===== src/rtl/alb_pkg.sv =====
package alb_pkg;

  localparam int WORD_W = 32;

  typedef enum logic [2:0] {
    OP_ADD  = 3'd0,
    OP_MINU = 3'd1,
    OP_MAXU = 3'd2,
    OP_XCHG = 3'd3,
    OP_CAS  = 3'd4,
    OP_AND  = 3'd5,
    OP_OR   = 3'd6,
    OP_XOR  = 3'd7
  } alb_op_e;

  // Strobes from the sequencer to the line datapath
  typedef struct packed {
    logic latchReq;   // capture a missing request
    logic execIn;     // run the incoming request on the held line
    logic execPend;   // run the captured request on the refilled line
    logic loadFill;   // install the line returned by the bank
    logic markClean;  // write-back finished
    logic wbPhase;    // bank access uses the held tag
  } alb_ctl_t;

  function automatic logic [WORD_W-1:0] aluApply(alb_op_e op,
                                                 logic [WORD_W-1:0] oldW,
                                                 logic [WORD_W-1:0] opd,
                                                 logic [WORD_W-1:0] cmp);
    case (op)
      OP_ADD:  return oldW + opd;
      OP_MINU: return (opd < oldW) ? opd : oldW;
      OP_MAXU: return (opd > oldW) ? opd : oldW;
      OP_XCHG: return opd;
      OP_CAS:  return (oldW == cmp) ? opd : oldW;
      OP_AND:  return oldW & opd;
      OP_OR:   return oldW | opd;
      default: return oldW ^ opd;
    endcase
  endfunction

endpackage


===== src/rtl/alb_ctrl.sv =====
module alb_ctrl
  import alb_pkg::*;
(
  input  logic     clk,
  input  logic     rstN,
  input  logic     reqValid,
  input  logic     flushReq,
  input  logic     hit,
  input  logic     lineDirty,
  input  logic     l2Ack,
  output logic     reqReady,
  output logic     l2Req,
  output logic     l2Write,
  output alb_ctl_t ctl
);

  typedef enum logic [1:0] {ST_IDLE, ST_WBACK, ST_FILL, ST_EXEC} st_e;

  st_e  state, stateNext;
  logic flushOnly, flushOnlyNext;

  always_comb begin
    stateNext     = state;
    flushOnlyNext = flushOnly;
    ctl           = '0;
    reqReady      = 1'b0;
    l2Req         = 1'b0;
    l2Write       = 1'b0;
    case (state)
      ST_IDLE: begin
        reqReady = !flushReq;
        if (flushReq) begin
          if (lineDirty) begin
            stateNext     = ST_WBACK;
            flushOnlyNext = 1'b1;
          end
        end else if (reqValid) begin
          if (hit) begin
            ctl.execIn = 1'b1;
          end else begin
            ctl.latchReq  = 1'b1;
            flushOnlyNext = 1'b0;
            stateNext     = lineDirty ? ST_WBACK : ST_FILL;
          end
        end
      end
      ST_WBACK: begin
        l2Req       = 1'b1;
        l2Write     = 1'b1;
        ctl.wbPhase = 1'b1;
        if (l2Ack) begin
          ctl.markClean = 1'b1;
          stateNext     = flushOnly ? ST_IDLE : ST_FILL;
        end
      end
      ST_FILL: begin
        l2Req = 1'b1;
        if (l2Ack) begin
          ctl.loadFill = 1'b1;
          stateNext    = ST_EXEC;
        end
      end
      default: begin
        ctl.execPend = 1'b1;
        stateNext    = ST_IDLE;
      end
    endcase
  end

  always_ff @(posedge clk) begin
    if (!rstN) begin
      state     <= ST_IDLE;
      flushOnly <= 1'b0;
    end else begin
      state     <= stateNext;
      flushOnly <= flushOnlyNext;
    end
  end

  // a flush with a clean line starts no bank access
  a_r8_clean_flush_quiet: assert property (@(posedge clk) disable iff (!rstN)
    (state == ST_IDLE && flushReq && !lineDirty) |=> !l2Req);

  // the refill is always followed by the deferred operation
  a_r5_fill_then_exec: assert property (@(posedge clk) disable iff (!rstN)
    (l2Req && !l2Write && l2Ack) |=> (ctl.execPend && !reqReady));

endmodule


===== src/rtl/alb_datapath.sv =====
module alb_datapath
  import alb_pkg::*;
#(
  parameter int ADDR_W     = 12,
  parameter int LINE_BYTES = 32,
  parameter int ID_W       = 4,
  localparam int WORDS     = LINE_BYTES / 4,
  localparam int OFF_W     = $clog2(LINE_BYTES),
  localparam int SEL_W     = $clog2(WORDS),
  localparam int TAG_W     = ADDR_W - OFF_W,
  localparam int LINE_W    = WORDS * WORD_W
) (
  input  logic              clk,
  input  logic              rstN,
  input  alb_ctl_t          ctl,
  input  logic [2:0]        reqOp,
  input  logic [ADDR_W-1:0] reqAddr,
  input  logic [WORD_W-1:0] reqOperand,
  input  logic [WORD_W-1:0] reqCompare,
  input  logic [ID_W-1:0]   reqId,
  input  logic [LINE_W-1:0] l2RdLine,
  output logic              hit,
  output logic              lineDirty,
  output logic              rspValid,
  output logic [WORD_W-1:0] rspData,
  output logic [ID_W-1:0]   rspId,
  output logic [TAG_W-1:0]  l2Addr,
  output logic [LINE_W-1:0] l2WrLine
);

  logic [WORDS-1:0][WORD_W-1:0] lineReg;
  logic [TAG_W-1:0]             tagReg;
  logic                         validReg;
  logic                         dirtyReg;

  logic [2:0]        pendOp;
  logic [TAG_W-1:0]  pendTag;
  logic [SEL_W-1:0]  pendSel;
  logic [WORD_W-1:0] pendOpd, pendCmp;
  logic [ID_W-1:0]   pendId;

  logic [TAG_W-1:0]  inTag;
  logic [SEL_W-1:0]  inSel;
  logic [1:0]        unusedAddrBits;

  logic [SEL_W-1:0]  exSel;
  logic [2:0]        exOp;
  logic [WORD_W-1:0] exOpd, exCmp, oldWord, newWord;
  logic [ID_W-1:0]   exId;
  logic              doExec;

  assign inTag          = reqAddr[ADDR_W-1:OFF_W];
  assign inSel          = reqAddr[OFF_W-1:2];
  assign unusedAddrBits = reqAddr[1:0];

  assign hit       = validReg && (tagReg == inTag);
  assign lineDirty = dirtyReg;
  assign l2Addr    = ctl.wbPhase ? tagReg : pendTag;
  assign l2WrLine  = lineReg;

  assign doExec  = ctl.execIn || ctl.execPend;
  assign exSel   = ctl.execPend ? pendSel : inSel;
  assign exOp    = ctl.execPend ? pendOp  : reqOp;
  assign exOpd   = ctl.execPend ? pendOpd : reqOperand;
  assign exCmp   = ctl.execPend ? pendCmp : reqCompare;
  assign exId    = ctl.execPend ? pendId  : reqId;
  assign oldWord = lineReg[exSel];
  assign newWord = aluApply(alb_op_e'(exOp), oldWord, exOpd, exCmp);

  always_ff @(posedge clk) begin
    if (ctl.latchReq) begin
      pendOp  <= reqOp;
      pendTag <= inTag;
      pendSel <= inSel;
      pendOpd <= reqOperand;
      pendCmp <= reqCompare;
      pendId  <= reqId;
    end
  end

  always_ff @(posedge clk) begin
    if (!rstN) begin
      validReg <= 1'b0;
      dirtyReg <= 1'b0;
      tagReg   <= '0;
      lineReg  <= '0;
      rspValid <= 1'b0;
      rspData  <= '0;
      rspId    <= '0;
    end else begin
      rspValid <= doExec;
      if (ctl.markClean) dirtyReg <= 1'b0;
      if (ctl.loadFill) begin
        lineReg  <= l2RdLine;
        tagReg   <= pendTag;
        validReg <= 1'b1;
        dirtyReg <= 1'b0;
      end
      if (doExec) begin
        lineReg[exSel] <= newWord;
        if (newWord != oldWord) dirtyReg <= 1'b1;
        rspData <= oldWord;
        rspId   <= exId;
      end
    end
  end

  // only a dirty line is ever written to the bank
  a_r6_wb_needs_dirty: assert property (@(posedge clk) disable iff (!rstN)
    ctl.wbPhase |-> (dirtyReg && validReg));

  // an installed line carries the tag of the waiting request
  a_r5_fill_tag: assert property (@(posedge clk) disable iff (!rstN)
    ctl.loadFill |=> (validReg && hit == (tagReg == inTag) && tagReg == pendTag));

  // a hit is answered on the next cycle with its own tag
  a_r4_hit_next_cycle: assert property (@(posedge clk) disable iff (!rstN)
    ctl.execIn |=> (rspValid && rspId == $past(reqId)));

  // an operation on a clean line that keeps the word keeps it clean
  a_r7_unchanged_clean: assert property (@(posedge clk) disable iff (!rstN)
    (doExec && !dirtyReg && !ctl.loadFill && newWord == oldWord) |=> !dirtyReg);

endmodule


===== src/rtl/atomic_line_buffer.sv =====
module atomic_line_buffer
  import alb_pkg::*;
#(
  parameter int ADDR_W     = 12,
  parameter int LINE_BYTES = 32,
  parameter int ID_W       = 4,
  localparam int TAG_W     = ADDR_W - $clog2(LINE_BYTES),
  localparam int LINE_W    = (LINE_BYTES / 4) * WORD_W
) (
  input  logic              clk,
  input  logic              rstN,
  input  logic              reqValid,
  output logic              reqReady,
  input  logic [2:0]        reqOp,
  input  logic [ADDR_W-1:0] reqAddr,
  input  logic [31:0]       reqOperand,
  input  logic [31:0]       reqCompare,
  input  logic [ID_W-1:0]   reqId,
  input  logic              flushReq,
  output logic              rspValid,
  output logic [31:0]       rspData,
  output logic [ID_W-1:0]   rspId,
  output logic              l2Req,
  output logic              l2Write,
  output logic [TAG_W-1:0]  l2Addr,
  output logic [LINE_W-1:0] l2WrLine,
  input  logic              l2Ack,
  input  logic [LINE_W-1:0] l2RdLine
);

  alb_ctl_t ctl;
  logic     hit;
  logic     lineDirty;

  alb_ctrl u_ctrl (
    .clk       (clk),
    .rstN      (rstN),
    .reqValid  (reqValid),
    .flushReq  (flushReq),
    .hit       (hit),
    .lineDirty (lineDirty),
    .l2Ack     (l2Ack),
    .reqReady  (reqReady),
    .l2Req     (l2Req),
    .l2Write   (l2Write),
    .ctl       (ctl)
  );

  alb_datapath #(
    .ADDR_W     (ADDR_W),
    .LINE_BYTES (LINE_BYTES),
    .ID_W       (ID_W)
  ) u_datapath (
    .clk        (clk),
    .rstN       (rstN),
    .ctl        (ctl),
    .reqOp      (reqOp),
    .reqAddr    (reqAddr),
    .reqOperand (reqOperand),
    .reqCompare (reqCompare),
    .reqId      (reqId),
    .l2RdLine   (l2RdLine),
    .hit        (hit),
    .lineDirty  (lineDirty),
    .rspValid   (rspValid),
    .rspData    (rspData),
    .rspId      (rspId),
    .l2Addr     (l2Addr),
    .l2WrLine   (l2WrLine)
  );

  // a pending bank access keeps its command and address
  a_r9_l2_hold: assert property (@(posedge clk) disable iff (!rstN)
    (l2Req && !l2Ack) |=> (l2Req && $stable(l2Write) && $stable(l2Addr)));

endmodule


===== config.mk =====
export PLATFORM = sky130hd
export DESIGN_NAME = atomic_line_buffer
export DESIGN_NICKNAME = d
export VERILOG_FILES = /design/src/rtl/alb_pkg.sv /design/src/rtl/alb_ctrl.sv /design/src/rtl/alb_datapath.sv /design/src/rtl/atomic_line_buffer.sv
export SDC_FILE = /design/constraint.sdc
export NUM_CORES = 1
export LEC_CHECK = 0
export CORE_AREA = 2 2 254 256
export CTS_CLUSTER_DIAMETER = 200
export DETAILED_ROUTE_END_ITERATION = 12
export DIE_AREA = 0 0 256 258
export GPL_ROUTABILITY_DRIVEN = 0
export GPL_TIMING_DRIVEN = 0
export PLACE_DENSITY = 0.69
export REMOVE_ABC_BUFFERS = 1
export SLEW_MARGIN = 0
export SYNTH_ARGS = -nofsm -noshare
export SYNTH_HDL_FRONTEND = slang
export SYNTH_SLANG_ARGS = --single-unit

===== constraint.sdc =====
create_clock -name clk -period 12.72 [get_ports clk]
set_input_delay 1.272 -clock clk [delete_from_list [all_inputs] [get_ports clk]]
set_output_delay 1.272 -clock clk [all_outputs]
set_load 0.02 [all_outputs]

==> results.md <==
- Commonest cells after routing, fill and taps aside: nand2_1 (713), clkdlybuf4s50_1 (643), dfxtp_1 (305)
- Hold Buf Count CTS: 0
- Final worst setup slack: ~1.6 ns
- Ys Warns: 0
- First-pass detailed-route iteration total: 8
- Die height: 258 µm
- Worst path arrival time: 11.49 ns
- Final Hold Vio Count: 0
- Vias in the first global route: 26456
- Buffers on Ports: about 640
- Slowest CP cell: o31ai_4
- Commonest non-fill, non-tap cell in the layout: nand2_1
- Drt total wl: 119.5 mm
- Synth area leader: dfxtp_1
- Skew-Pair Late Insertion Delay: 0.60 ns
- Drt drc: 0
- Post-CTS setup buffers: 0
- Floorplan die width: 256 µm
- Post-synth EDFFs: 81
- Rows: 93
- Startpoint class of the critical path: primary input
- Cell Area, Placed: 33060 µm²
- Critical-path cell list: clkdlybuf4s50_1 > nand3b_1 > nand2_1 > a32oi_1 > nand3_1 > ha_1 > nor4_1 > nand4_1 > a21oi_1 > nor4_1 > nor3_1 > o32a_1 > nor2_1 > o31ai_4 > o221a_2 > mux2i_1 > nand3_1 > nor4_1 > nand4_1 > nor2_1 > a41oi_2
- Maximum clock rate: 90.00 MHz
- Post-synthesis sequential area ratio: 33.13%
- First-pass GRT wire length: 173.8 mm
- Initial antenna violation count: 24
- Status: finished, final reports clean
- DP Wirelength: between 80 and 90 mm
- Worst-case clock skew: 0.02859 ns
- Overall Power: 5440 µW
- Worst min path class: flip-flop to flip-flop
- Slew @ Worst Pin: 1.464 ns
- Layout area overhead: 34.85%
- Fraction of layout cells with a size suffix above 1: under 10%
- Core area: 63650 µm²
- Die ar.: 66050 µm²
- Initial DRC Count: 3564
- Placed cells: 4510
- Synth unique cells: 98
- Final instance area: 34750 µm²
- Num CTS Buffers: 47
- CP peak stage delay: 1.16 ns
- CP Max Fanout: 24
- Unrepaired setup endpoints after global routing: no
- Root buf cell: clkbuf_16
- Area of the mapped netlist: 25770 µm²
- Top Ports: 647
- Ys flop type: dfxtp_1
- Syn Area/Cell: 7.952 µm²
- Crit Path Class: primary input to flip-flop
- CTS Buffer Depth: 3
- Slew Viols, Final: 0
- CP most frequent cell: nor4_1
- Routed vias: roughly 28000
- WL/cell: ~26 µm
- Max Cap Viol: 0
- # setup viols final: 0
- Static Leak: between 0.015 and 0.02 µW
- Top cell type's share of synthesized area: 23.69%
- Pin count of the biggest net entering global routing: 147
- Layout Cells excl Fill: between 4000 and 5000
- Grt total ovfl: 0
- Total GRT Usage: ~34%
- CP Buf/Inv Count: 1
- Ranking of synthesized cells by area: dfxtp_1 (24%), nand2_1 (11%), o211a_1 (10%)
- Setup TNS: 0 ns
- Async set-or-reset flop fraction in the synthesized netlist: 0%
- Power per cell area: around 160 nW/µm²
- Slew headroom: between 2 and 2.5%
- Cts repair resizes: 0
- Antenna Violating Nets Remaining: 0
- H-tree Lvls: 2
- CTS tree: built
- Mapped Cells: 3241
- Tcrit/Tclk final: 87.36%
- Nets: 4150
- Starting Density: 40.49%
- Worst IR drop on VDD: 0.00008655 V
- Pre-CTS WS: 1.435 ns
- CP Data Required Time: 13.10 ns
- Seq cells post-synth: 386
- CP top delay family: simple AND/OR/NAND/NOR gates
- Via density: slightly above 6
- Fin crit period: around 11 ns
- Crit. End Element: flip-flop
- Clock transition at path regs: 0.06 ns
- Clock sink total: 386
worst min-delay path: cells and delay by family (launching register included):
kind | cells | cell delay [ns]
simple gates | 1 | 0.05
compound gates | 1 | 0.06
flops | 1 | 0.31
per-stage QoR:
step           utilization (%)  hold WS, ns
2_1_floorplan                -       0.4403
3_3_place_gp             50.54       0.4511
3_5_place_dp             51.93       0.4631
4_1_cts                  54.51       0.4709
5_1_grt                  54.60       0.4863
6_report                 54.60       0.4682
flip-flops by register name (all words and copies together), names as in the netlist, 4 cells and up:
signal and cells:
u_datapath.l2WrLine 256, u_datapath.pendCmp 32, u_datapath.rspId 4, u_datapath.pendOpd 32, u_datapath.pendTag 7, u_datapath.tagReg 7, u_datapath.rspData 32, u_datapath.pendId 4
logic make-up (layout without fill, tap and decap cells):
logic type | count (synthesis) | count (layout) | synth area share (%)
and+or+nand+nor | 1363 | 1363 | 23.57
AOI/OAI and AO/OA | 862 | 862 | 26.00
DFF | 386 | 386 | 33.13
buffers and inverters | 356 | 858 | 5.753
muxes | 116 | 116 | 4.661
adders and majority gates | 102 | 102 | 4.981
xor gates and xnor gates | 56 | 56 | 1.903
other | 0 | 20 | 0
synth_stat cells, types with 14 or more instances:
library cell	n
a21boi_0	16
a21o_1	14
a21oi_1	147
a22oi_1	19
a31oi_1	17
a32oi_1	17
and2_1	21
and3_1	16
buf_2	33
clkbuf_1	205
dfxtp_1	305
edfxtp_1	81
ha_1	101
inv_1	96
mux2_2	22
mux2i_1	93
nand2_1	723
nand2b_1	19
nand3_1	294
nand4_1	16
nor2_1	134
nor2b_1	16
nor3_1	40
nor4_1	23
o211a_1	260
o211ai_1	19
o21a_1	16
o21ai_0	134
o221ai_1	25
o22ai_1	29
xnor2_1	41
xor2_1	15
final timing paths:
path	slack [ns]	cells after the start	end	from
worst max-delay path	1.61	21	u_datapath.lineDirty$_SDFF_PN0_	reqAddr[4]
worst min-delay path	0.47	2	u_datapath.rspData[17]$_SDFFE_PN0N_	u_datapath.rspData[17]$_SDFFE_PN0N_
worst max register to register	2.45	22	u_datapath.lineDirty$_SDFF_PN0_	u_ctrl.state[0]$_SDFFE_PN0P_
worst min register to register	0.47	2	u_datapath.rspData[17]$_SDFFE_PN0N_	u_datapath.rspData[17]$_SDFFE_PN0N_
routing by layer:
layer / GRT usage [%] / wire length (µm) / up-vias
li1: - / - / 12709
met1: 42.41 / 46030 / 13651
met2: 56.42 / 55930 / 1587
met3: 8.098 / 11600 / 298
met4: 17.11 / 5866 / 6
met5: 0 / 37 / -
where the power goes:
part | internal [µW] | total (µW) | switching, µW
Clock | 851 | 1440 | 587
Sequential | 1390 | 1500 | 110
Combinational | 923 | 2500 | 1580
final cells by class:
class / instances / area [µm²]
Timing Repair Buffer: 673 / 7181
Inverter: 97 / 364.1
Clock buffer: 67 / 1439
Clock inverter: 21 / 200.2
Sequential cell: 386 / 8538
Multi-Input combinational cell: 2499 / 15910
Tap cell: 855 / 1070
Fill cell: 6132 / 28900
Antenna cell: 20 / 50.05
(Power assumes the default switching activity.)
